[src/rtl/swx_pkg.sv]
package swx_pkg;
  typedef struct packed {
    logic load;       // register start parameters
    logic capHi;      // capture first half of a wide read
    logic capLo;      // capture second half of a wide read
    logic capOnly;    // capture single half of a narrow read
    logic useSecond;  // address the second half
    logic drvHi;      // drive upper write half
  } swxStrobe_t;
endpackage

[src/rtl/swx_ctrl.sv]
module swx_ctrl
  import swx_pkg::*;
(
  input  logic       clk,
  input  logic       rstN,
  input  logic       startReq,
  input  logic       wideMode,
  input  logic       writeDir,
  input  logic       memGrant,
  output swxStrobe_t strobe,
  output logic       memReq,
  output logic       addrEn,
  output logic       memWe,
  output logic       secondHalf,
  output logic       done
);
  logic busyQ, wideQ, writeQ, halfQ, doneQ;
  logic grantHit, lastHalf, startHit;

  assign startHit = !busyQ && startReq;
  assign grantHit = busyQ && memGrant;
  assign lastHalf = !wideQ || halfQ;

  always_ff @(posedge clk) begin
    if (!rstN) begin
      busyQ  <= 1'b0;
      wideQ  <= 1'b0;
      writeQ <= 1'b0;
      halfQ  <= 1'b0;
      doneQ  <= 1'b0;
    end else begin
      doneQ <= 1'b0;
      if (startHit) begin
        busyQ  <= 1'b1;
        wideQ  <= wideMode;
        writeQ <= writeDir;
        halfQ  <= 1'b0;
      end else if (grantHit) begin
        if (lastHalf) begin
          busyQ <= 1'b0;
          halfQ <= 1'b0;
          doneQ <= 1'b1;
        end else begin
          halfQ <= 1'b1;
        end
      end
    end
  end

  always_comb begin
    strobe.load      = startHit;
    strobe.capHi     = grantHit && !writeQ && wideQ && !halfQ;
    strobe.capLo     = grantHit && !writeQ && wideQ && halfQ;
    strobe.capOnly   = grantHit && !writeQ && !wideQ;
    strobe.useSecond = halfQ;
    strobe.drvHi     = wideQ && !halfQ;
  end

  assign memReq     = busyQ;
  assign addrEn     = grantHit;
  assign memWe      = grantHit && writeQ;
  assign secondHalf = halfQ;
  assign done       = doneQ;

  // request held while a half is still pending
  p_req_hold_r2: assert property (@(posedge clk) disable iff (!rstN)
    memReq && !(memGrant && lastHalf) |=> memReq);
  // start during a transfer does not change size or direction
  p_busy_start_r2: assert property (@(posedge clk) disable iff (!rstN)
    memReq && startReq |=> $stable(wideQ) && $stable(writeQ));
  // done lasts a single cycle and follows a granted cycle
  p_done_pulse_r9: assert property (@(posedge clk) disable iff (!rstN)
    done |=> !done);
  p_done_cause_r9: assert property (@(posedge clk) disable iff (!rstN)
    done |-> $past(memReq && memGrant));
  // half flag rises only after a granted first half of a wide access
  p_half_rise_r10: assert property (@(posedge clk) disable iff (!rstN)
    $rose(secondHalf) |-> $past(addrEn) && wideQ);
  // narrow access never enters the second half
  p_narrow_r8: assert property (@(posedge clk) disable iff (!rstN)
    memReq && !wideQ |-> !secondHalf);
endmodule

[src/rtl/swx_datapath.sv]
module swx_datapath
  import swx_pkg::*;
#(
  parameter int ADDR_W   = 12,
  parameter int HALF_W   = 16,
  parameter int EXP_W    = 8,
  parameter int FLIP_BIT = 1,
  localparam int WORD_W  = 2 * HALF_W,
  localparam int MANT_W  = WORD_W - EXP_W
)(
  input  logic              clk,
  input  logic              rstN,
  input  swxStrobe_t        strobe,
  input  logic [ADDR_W-1:0] busAddr,
  input  logic [WORD_W-1:0] wrData,
  input  logic [HALF_W-1:0] memRdata,
  output logic [ADDR_W-1:0] memAddr,
  output logic [HALF_W-1:0] memWdata,
  output logic              addrOdd,
  output logic [WORD_W-1:0] rdWord,
  output logic [MANT_W-1:0] mantissa,
  output logic [EXP_W-1:0]  exponent
);
  localparam logic [ADDR_W-1:0] FLIP_MASK = ADDR_W'(1) << FLIP_BIT;

  logic [ADDR_W-1:0] baseQ;
  logic [WORD_W-1:0] wdataQ;
  logic              oddQ;
  logic [WORD_W-1:0] rdQ;

  always_ff @(posedge clk) begin
    if (!rstN) begin
      baseQ  <= '0;
      wdataQ <= '0;
      oddQ   <= 1'b0;
      rdQ    <= '0;
    end else begin
      if (strobe.load) begin
        baseQ  <= busAddr;
        wdataQ <= wrData;
        oddQ   <= busAddr[0];
      end
      if (strobe.capHi)   rdQ[WORD_W-1:HALF_W] <= memRdata;
      if (strobe.capLo)   rdQ[HALF_W-1:0]      <= memRdata;
      if (strobe.capOnly) rdQ <= {{HALF_W{1'b0}}, memRdata};
    end
  end

  assign memAddr  = strobe.useSecond ? (baseQ ^ FLIP_MASK) : baseQ;
  assign memWdata = strobe.drvHi ? wdataQ[WORD_W-1:HALF_W] : wdataQ[HALF_W-1:0];
  assign addrOdd  = oddQ;
  assign rdWord   = rdQ;
  assign mantissa = rdQ[WORD_W-1:EXP_W];
  assign exponent = rdQ[EXP_W-1:0];

  // second-half address is the first with the flip bit inverted
  p_addr_flip_r3: assert property (@(posedge clk) disable iff (!rstN)
    $rose(strobe.useSecond) |-> memAddr == ($past(memAddr) ^ FLIP_MASK));
  // odd flag follows the loaded address
  p_odd_flag_r5: assert property (@(posedge clk) disable iff (!rstN)
    $past(rstN) && $past(strobe.load) |-> addrOdd == $past(busAddr[0]));
endmodule

[src/rtl/split_word_xfer.sv]
module split_word_xfer
  import swx_pkg::*;
#(
  parameter int ADDR_W   = 12,
  parameter int HALF_W   = 16,
  parameter int EXP_W    = 8,
  parameter int FLIP_BIT = 1,
  localparam int WORD_W  = 2 * HALF_W,
  localparam int MANT_W  = WORD_W - EXP_W
)(
  input  logic              clk,
  input  logic              rstN,
  input  logic              startReq,
  input  logic              wideMode,
  input  logic              writeDir,
  input  logic [ADDR_W-1:0] busAddr,
  input  logic [WORD_W-1:0] wrData,
  input  logic              memGrant,
  input  logic [HALF_W-1:0] memRdata,
  output logic              memReq,
  output logic              addrEn,
  output logic              memWe,
  output logic [ADDR_W-1:0] memAddr,
  output logic [HALF_W-1:0] memWdata,
  output logic              secondHalf,
  output logic              addrOdd,
  output logic              done,
  output logic [WORD_W-1:0] rdWord,
  output logic [MANT_W-1:0] mantissa,
  output logic [EXP_W-1:0]  exponent
);
  swxStrobe_t strobe;

  swx_ctrl u_ctrl (
    .clk(clk), .rstN(rstN), .startReq(startReq), .wideMode(wideMode),
    .writeDir(writeDir), .memGrant(memGrant), .strobe(strobe),
    .memReq(memReq), .addrEn(addrEn), .memWe(memWe),
    .secondHalf(secondHalf), .done(done)
  );

  swx_datapath #(
    .ADDR_W(ADDR_W), .HALF_W(HALF_W), .EXP_W(EXP_W), .FLIP_BIT(FLIP_BIT)
  ) u_dp (
    .clk(clk), .rstN(rstN), .strobe(strobe), .busAddr(busAddr),
    .wrData(wrData), .memRdata(memRdata), .memAddr(memAddr),
    .memWdata(memWdata), .addrOdd(addrOdd), .rdWord(rdWord),
    .mantissa(mantissa), .exponent(exponent)
  );
endmodule

[config.mk]
export PLATFORM = sky130hd
export DESIGN_NAME = split_word_xfer
export DESIGN_NICKNAME = d
export VERILOG_FILES = /design/src/rtl/swx_pkg.sv /design/src/rtl/swx_ctrl.sv /design/src/rtl/swx_datapath.sv /design/src/rtl/split_word_xfer.sv
export SDC_FILE = /design/constraint.sdc
export NUM_CORES = 1
export LEC_CHECK = 0
export BUFFER_PORTS_ARGS = -buffer_cell sky130_fd_sc_hd__buf_2
export CAP_MARGIN = 40
export CORE_MARGIN = 5
export CORE_UTILIZATION = 40
export DETAILED_ROUTE_END_ITERATION = 12
export PLACE_DENSITY = 0.7
export SLEW_MARGIN = 20
export SYNTH_ARGS = -nofsm -noshare
export SYNTH_HDL_FRONTEND = slang
export SYNTH_SLANG_ARGS = --single-unit
[constraint.sdc]
create_clock -name clk -period 1.3 [get_ports clk]
set_input_delay 0.13 -clock clk [delete_from_list [all_inputs] [get_ports clk]]
set_output_delay 0.13 -clock clk [all_outputs]
set_load 0.02 [all_outputs]
# Yosys cells after proc, flatten, opt, wreduce, memory -nomap -nowiden
# Cells that the tools add are included.
# op_classes
mux,9
bitwise_logic,3
n_reduce_logical,21
# op_table
cell,n
$mux W16,3
$logic_and A1 B1 Y1,9
$reduce_bool A2 Y1,3
$mux W1,5
$logic_not A1 Y1,4
$reduce_or A2 Y1,2
$not A1 Y1,3
$reduce_or A3 Y1,1
$mux W2,1
$reduce_and A2 Y1,1
$logic_or A1 B1 Y1,1
# word_totals
regBits,82
input_bits,66
out_inout_bits,98
wordCells,43

# Longest topological paths before layout
# logic_depth
depth_word,6
depth_mapped,5
ltp_nobuf,3

# Modules after synthesis
# Synthesis repeated with hierarchy kept, for this count alone.
# unflattened
hier_cells,360
area_unflattened_um2,3704.8
# modules_own_cells
module,n_inst,cells_per_inst,area_each_um2,seq_area_each_um2
swx_datapath,1,331,3437.0,1521.5
swx_ctrl,1,29,267.8,100.1

# Worst setup path after synthesis
# No wires, ideal clock.
# synth_timing
path_kind,register -> register
from,"register u_ctrl.busyQ, in the netlist u_ctrl.memReq"
to,"register u_ctrl.halfQ, in the netlist u_ctrl.secondHalf"
setup_time_ps,116
t_arrival_ps,1230
slack_ps,-46
path_stages_with_launch,4
n_path_buf,0
synth_period_minus_slack_ps,1346
cell_sequence,dfxtp_1 -> and2_0 -> mux2i_1 -> nor2_1
# synth_via
word_cells_on_any_way,4
# synth_lines
item,line,text
start: declaration,swx_ctrl.sv:17,"logic busyQ, wideQ, writeQ, halfQ, doneQ;"
start signal: assignment,swx_ctrl.sv:26,busyQ <= 1'b0;
start signal: assignment,swx_ctrl.sv:34,busyQ <= 1'b1;
start signal: assignment,swx_ctrl.sv:40,busyQ <= 1'b0;
$logic_and A1 B1 Y1,swx_ctrl.sv:21,assign grantHit = busyQ && memGrant;
net addrEn,split_word_xfer.sv:21,"output logic addrEn,"
end signal: assignment,swx_ctrl.sv:29,halfQ <= 1'b0;
end signal: assignment,swx_ctrl.sv:37,halfQ <= 1'b0;
end signal: assignment,swx_ctrl.sv:41,halfQ <= 1'b0;
end: declaration,swx_ctrl.sv:17,
# The timed path passes the listed nets, and every way through them passes these cells.
# A chain may end at the register's enable or synchronous reset.

# Final worst setup path
# layout_timing
from,register u_ctrl.wideQ
to,output memWdata[1]
# layout_via
elab_chain_len,2
# layout_rtl
item,line,text
start: declaration,swx_ctrl.sv:17,
start signal: assignment,swx_ctrl.sv:35,wideQ <= wideMode;
$logic_and A1 B1 Y1,swx_ctrl.sv:56,strobe.drvHi = wideQ && !halfQ;
$mux W16,swx_datapath.sv:50,assign memWdata = strobe.drvHi ? wdataQ[WORD_W-1:HALF_W] : wdataQ[HALF_W-1:0];
end: declaration,split_word_xfer.sv:24,"output logic [HALF_W-1:0] memWdata,"
# No other way between the ends.

==> summary.md <==
| Metric | Value |
|---|---|
| WHS Path Cells | 3 |
| Leak pwr | 2.38 nW |
| Starting Density | 0.403 |
| Fin. max-slew vios | 0 |
| Final wirelength | 9.88 mm |
| Crit path max fanout | 13 |
| Port Buffers | 163 |
| CTS Root Cell | clkbuf_8 |
| Rel. slew slack | 0.832 |
| Post-DP HPWL | 6.94 mm |
| Clock latency on the worst-skew pair | 0.34 ns |
| Crit Path Class | flop to primary output |
| GRT Overall Usage | 0.173 |
| Seq cells post-synth | 81 |
| Min-Delay Path Class | primary input to flop |
| Seq/Total Area, Yosys | 0.442 |
| Pwr/cell area | 1160 nW/um^2 |
| Chip height | 106 um |
| Io pins | 164 |
| Wire length on met2 | 4.55 mm |
| # nets final | 658 |
| FP Rows | 35 |
| Clk slew on worst S/H paths | 0.08 ns |
| Finish-stage setup viols | 16 |
| Via density | 4.75 |
| Failing checks | setup timing |
| Initial antenna violation count | 2 |
| Share of cells above drive strength 1 | 0.405 |
| Top Layer Used | met5 |
| Min Tclk post-route | 1.44 ns |
| Synth cell types | 25 |
| Number of H-tree levels | 3 |
| Final Non-Filler Cells | 708 |
| Grt total ovfl | 0 |
| Met3 routed WL | 857 um |
| Syn_nets | 521 |
| R2R depth | 6 |
| Max Root-Sink Buffers | 2 |
| Core footprint | 9110 sq um |
| Clk sinks | 81 |
| Area Overhead vs Synth | 35.7% |
| Fmax | 0.694 GHz |
| Critical path required time | 1.17 ns |
| RSZ-0062 raised after global routing | true |
| Worst slew pin tran | 0.253 ns |
| DRC errors left | 0 |
| Placed insts | 671 |
| CTS tree | yes |
| WP data arrival | 1.31 ns |
| Remaining antenna violation count after routing | 0 |
| WL/cell | 14.0 um |
| GPL Wtd Cong | 0.762 |
| Max Cap Viol | 0 |
| Largest net degree at the start of global routing | 47 |
| CP endpoint kind | primary output |
| Crit share post-route | 1.11 |
| Vias | 3362 |
| Avg Inst Size Synth | 8.06 sq um |
| Ant diodes | 0 |
| Vias in the first global route | 3231 |
| Met1 Wirelength | 4.31 mm |
| Outcome | finished with violations |
| First-pass detailed-route iteration total | 4 |
| Setup slack after layout | -0.140 ns |
| 1st-iter DRT viols | 102 |
| Fillers | 877 |
| Synth Warn # | 0 |
| Worst Skew | 0.00543 ns |
| Final Power | 5.77 mW |
| Die Span X | 106 um |
| Die area | 11200 sq um |
| Crit path launch type | flop |
| First-pass GRT wire length | 15.7 mm |
| Gate Count Post-Synth | 455 |
| Fin. Hold Viols | 0 |
| Worst vdd ir | 0.521 mV |
| Synth Cell Area | 3670 sq um |
| Num CTS Buffers | 9 |
==> state kept, by name, indices dropped and copies added (netlist names) <==
| signal | flops |
|---|---|
| u_ctrl.memReq | 1 |
| u_dp.baseQ | 12 |
| u_ctrl.wideQ | 1 |
| u_ctrl.done | 1 |
| u_dp.wdataQ | 32 |
| u_ctrl.secondHalf | 1 |
| u_ctrl.writeQ | 1 |
| u_dp.rdWord | 32 |
==> metal layers <==
layer,vias to the layer above,track usage
met4,4,0.0601
met5,-,0
met1,1505,0.214
li1,1695,-
met3,16,0.0502
met2,142,0.288
==> cell families after synthesis <==
logic type	after synthesis	share of synthesized area
XOR/XNOR	1	0.00239
buffers and inverters	75	0.141
AND/OR/NAND/NOR	200	0.225
AO/OA/AOI/OAI	81	0.143
flip-flops	81	0.442
multiplexers	17	0.0464
==> cell type report <==
class | instances | area [sq um] | share of cell area
Sequential cell | 81 | 1630 | 0.328
Multi-Input combinational cell | 299 | 1630 | 0.328
Timing Repair Buffer | 201 | 1350 | 0.271
Clock buffer | 12 | 155 | 0.0312
Tap cell | 111 | 139 | 0.0279
Clock inverter | 4 | 73.8 | 0.0148
==> worst paths after layout <==
path                                        from                            to  slack (ns)
setup reg to reg  u_ctrl.secondHalf$_SDFFE_PP0N_  u_dp.rdWord[30]$_SDFFE_PP0P_        0.06
hold reg to reg     u_dp.wdataQ[27]$_SDFFE_PN0P_  u_dp.wdataQ[27]$_SDFFE_PN0P_        0.46
hold / removal                        busAddr[1]    u_dp.baseQ[1]$_SDFFE_PN0P_        0.02
setup / recovery       u_ctrl.wideQ$_SDFFE_PN0P_                   memWdata[1]       -0.14
==> cell usage after synthesis <==
cell type	count	share of area
buf_2	11	0.015
buf_6	5	0.015
buf_4	49	0.10
nor2b_1	2	0.0034
a21boi_1	36	0.074
clkbuf_1	8	0.0082
o21ai_2	1	0.0024
and3_1	2	0.0034
and2_0	1	0.0017
nor2_1	1	0.0010
mux2i_1	17	0.046
and3b_1	1	0.0024
clkbuf_2	1	0.0014
o21ai_1	1	0.0014
a21oi_1	17	0.023
dfxtp_1	81	0.44
nand2b_1	2	0.0034
o21ai_0	16	0.022
nor2_8	1	0.0055
nand3_1	16	0.022
a21boi_0	10	0.020
xor2_1	1	0.0024
buf_1	1	0.0010
nand2_1	173	0.18
nand3b_4	1	0.0055
==> stage by stage <==
step / util / setup slack (ns) / hold WS [ns] / setup TNS, ns / instance area (sq um)
final: 0.546 / -0.140 / 0.0177 / -1.88 / 4980
after global routing: 0.546 / -0.234 / 0.00713 / -3.27 / 4980
after CTS: 0.531 / -0.172 / 0.000771 / -2.42 / 4840
after detailed placement: 0.474 / 0.0375 / 0.376 / 0 / 4320
after global placement: 0.474 / 0.0947 / 0.370 / 0 / 4320
after floorplan: - / 0.0994 / 0.265 / 0 / 3670
==> where the power goes <==
group / switching (mW) / internal (mW) / leakage [nW] / total [mW]
clock: 0.910 / 1.19 / 0.117 / 2.10
sequential: 0.0724 / 2.59 / 0.663 / 2.66
combinational: 0.550 / 0.456 / 1.60 / 1.01
==> placed cells by master, fill, tap and decap left out, drive strengths merged <==
master       netlist  final
a21boi            46     46
a21oi             17     17
and2               1      1
and3               2      2
and3b              1      1
buf               66    191
bufinv             0      2
clkbuf             9     13
clkinv             0      1
dfxtp             81     81
dlygate4sd3        0      9
inv                0      1
mux2i             17     17
nand2            173    173
nand2b             2      2
nand3             16     16
nand3b             1      1
nor2               2      2
nor2b              2      2
o21ai             18     18
xor2               1      1
==> worst max-delay path: stages (launching register included) <==
cell	delay [ns]
dfxtp_2	0.35
nor2b_4	0.19
buf_12	0.15
nand2_1	0.07
nand2_2	0.08
buf_6	0.12
==> repair_timing <==
action	4_1_cts	5_1_grt
endpoints found under the hold margin	9	0
gates resized for setup	52	30
buffers inserted	6	5
hold buffers	9	0
setup endpoints to repair	18	35
cloned	1	1
pin swaps	10	9
(Power assumes the default switching activity.)
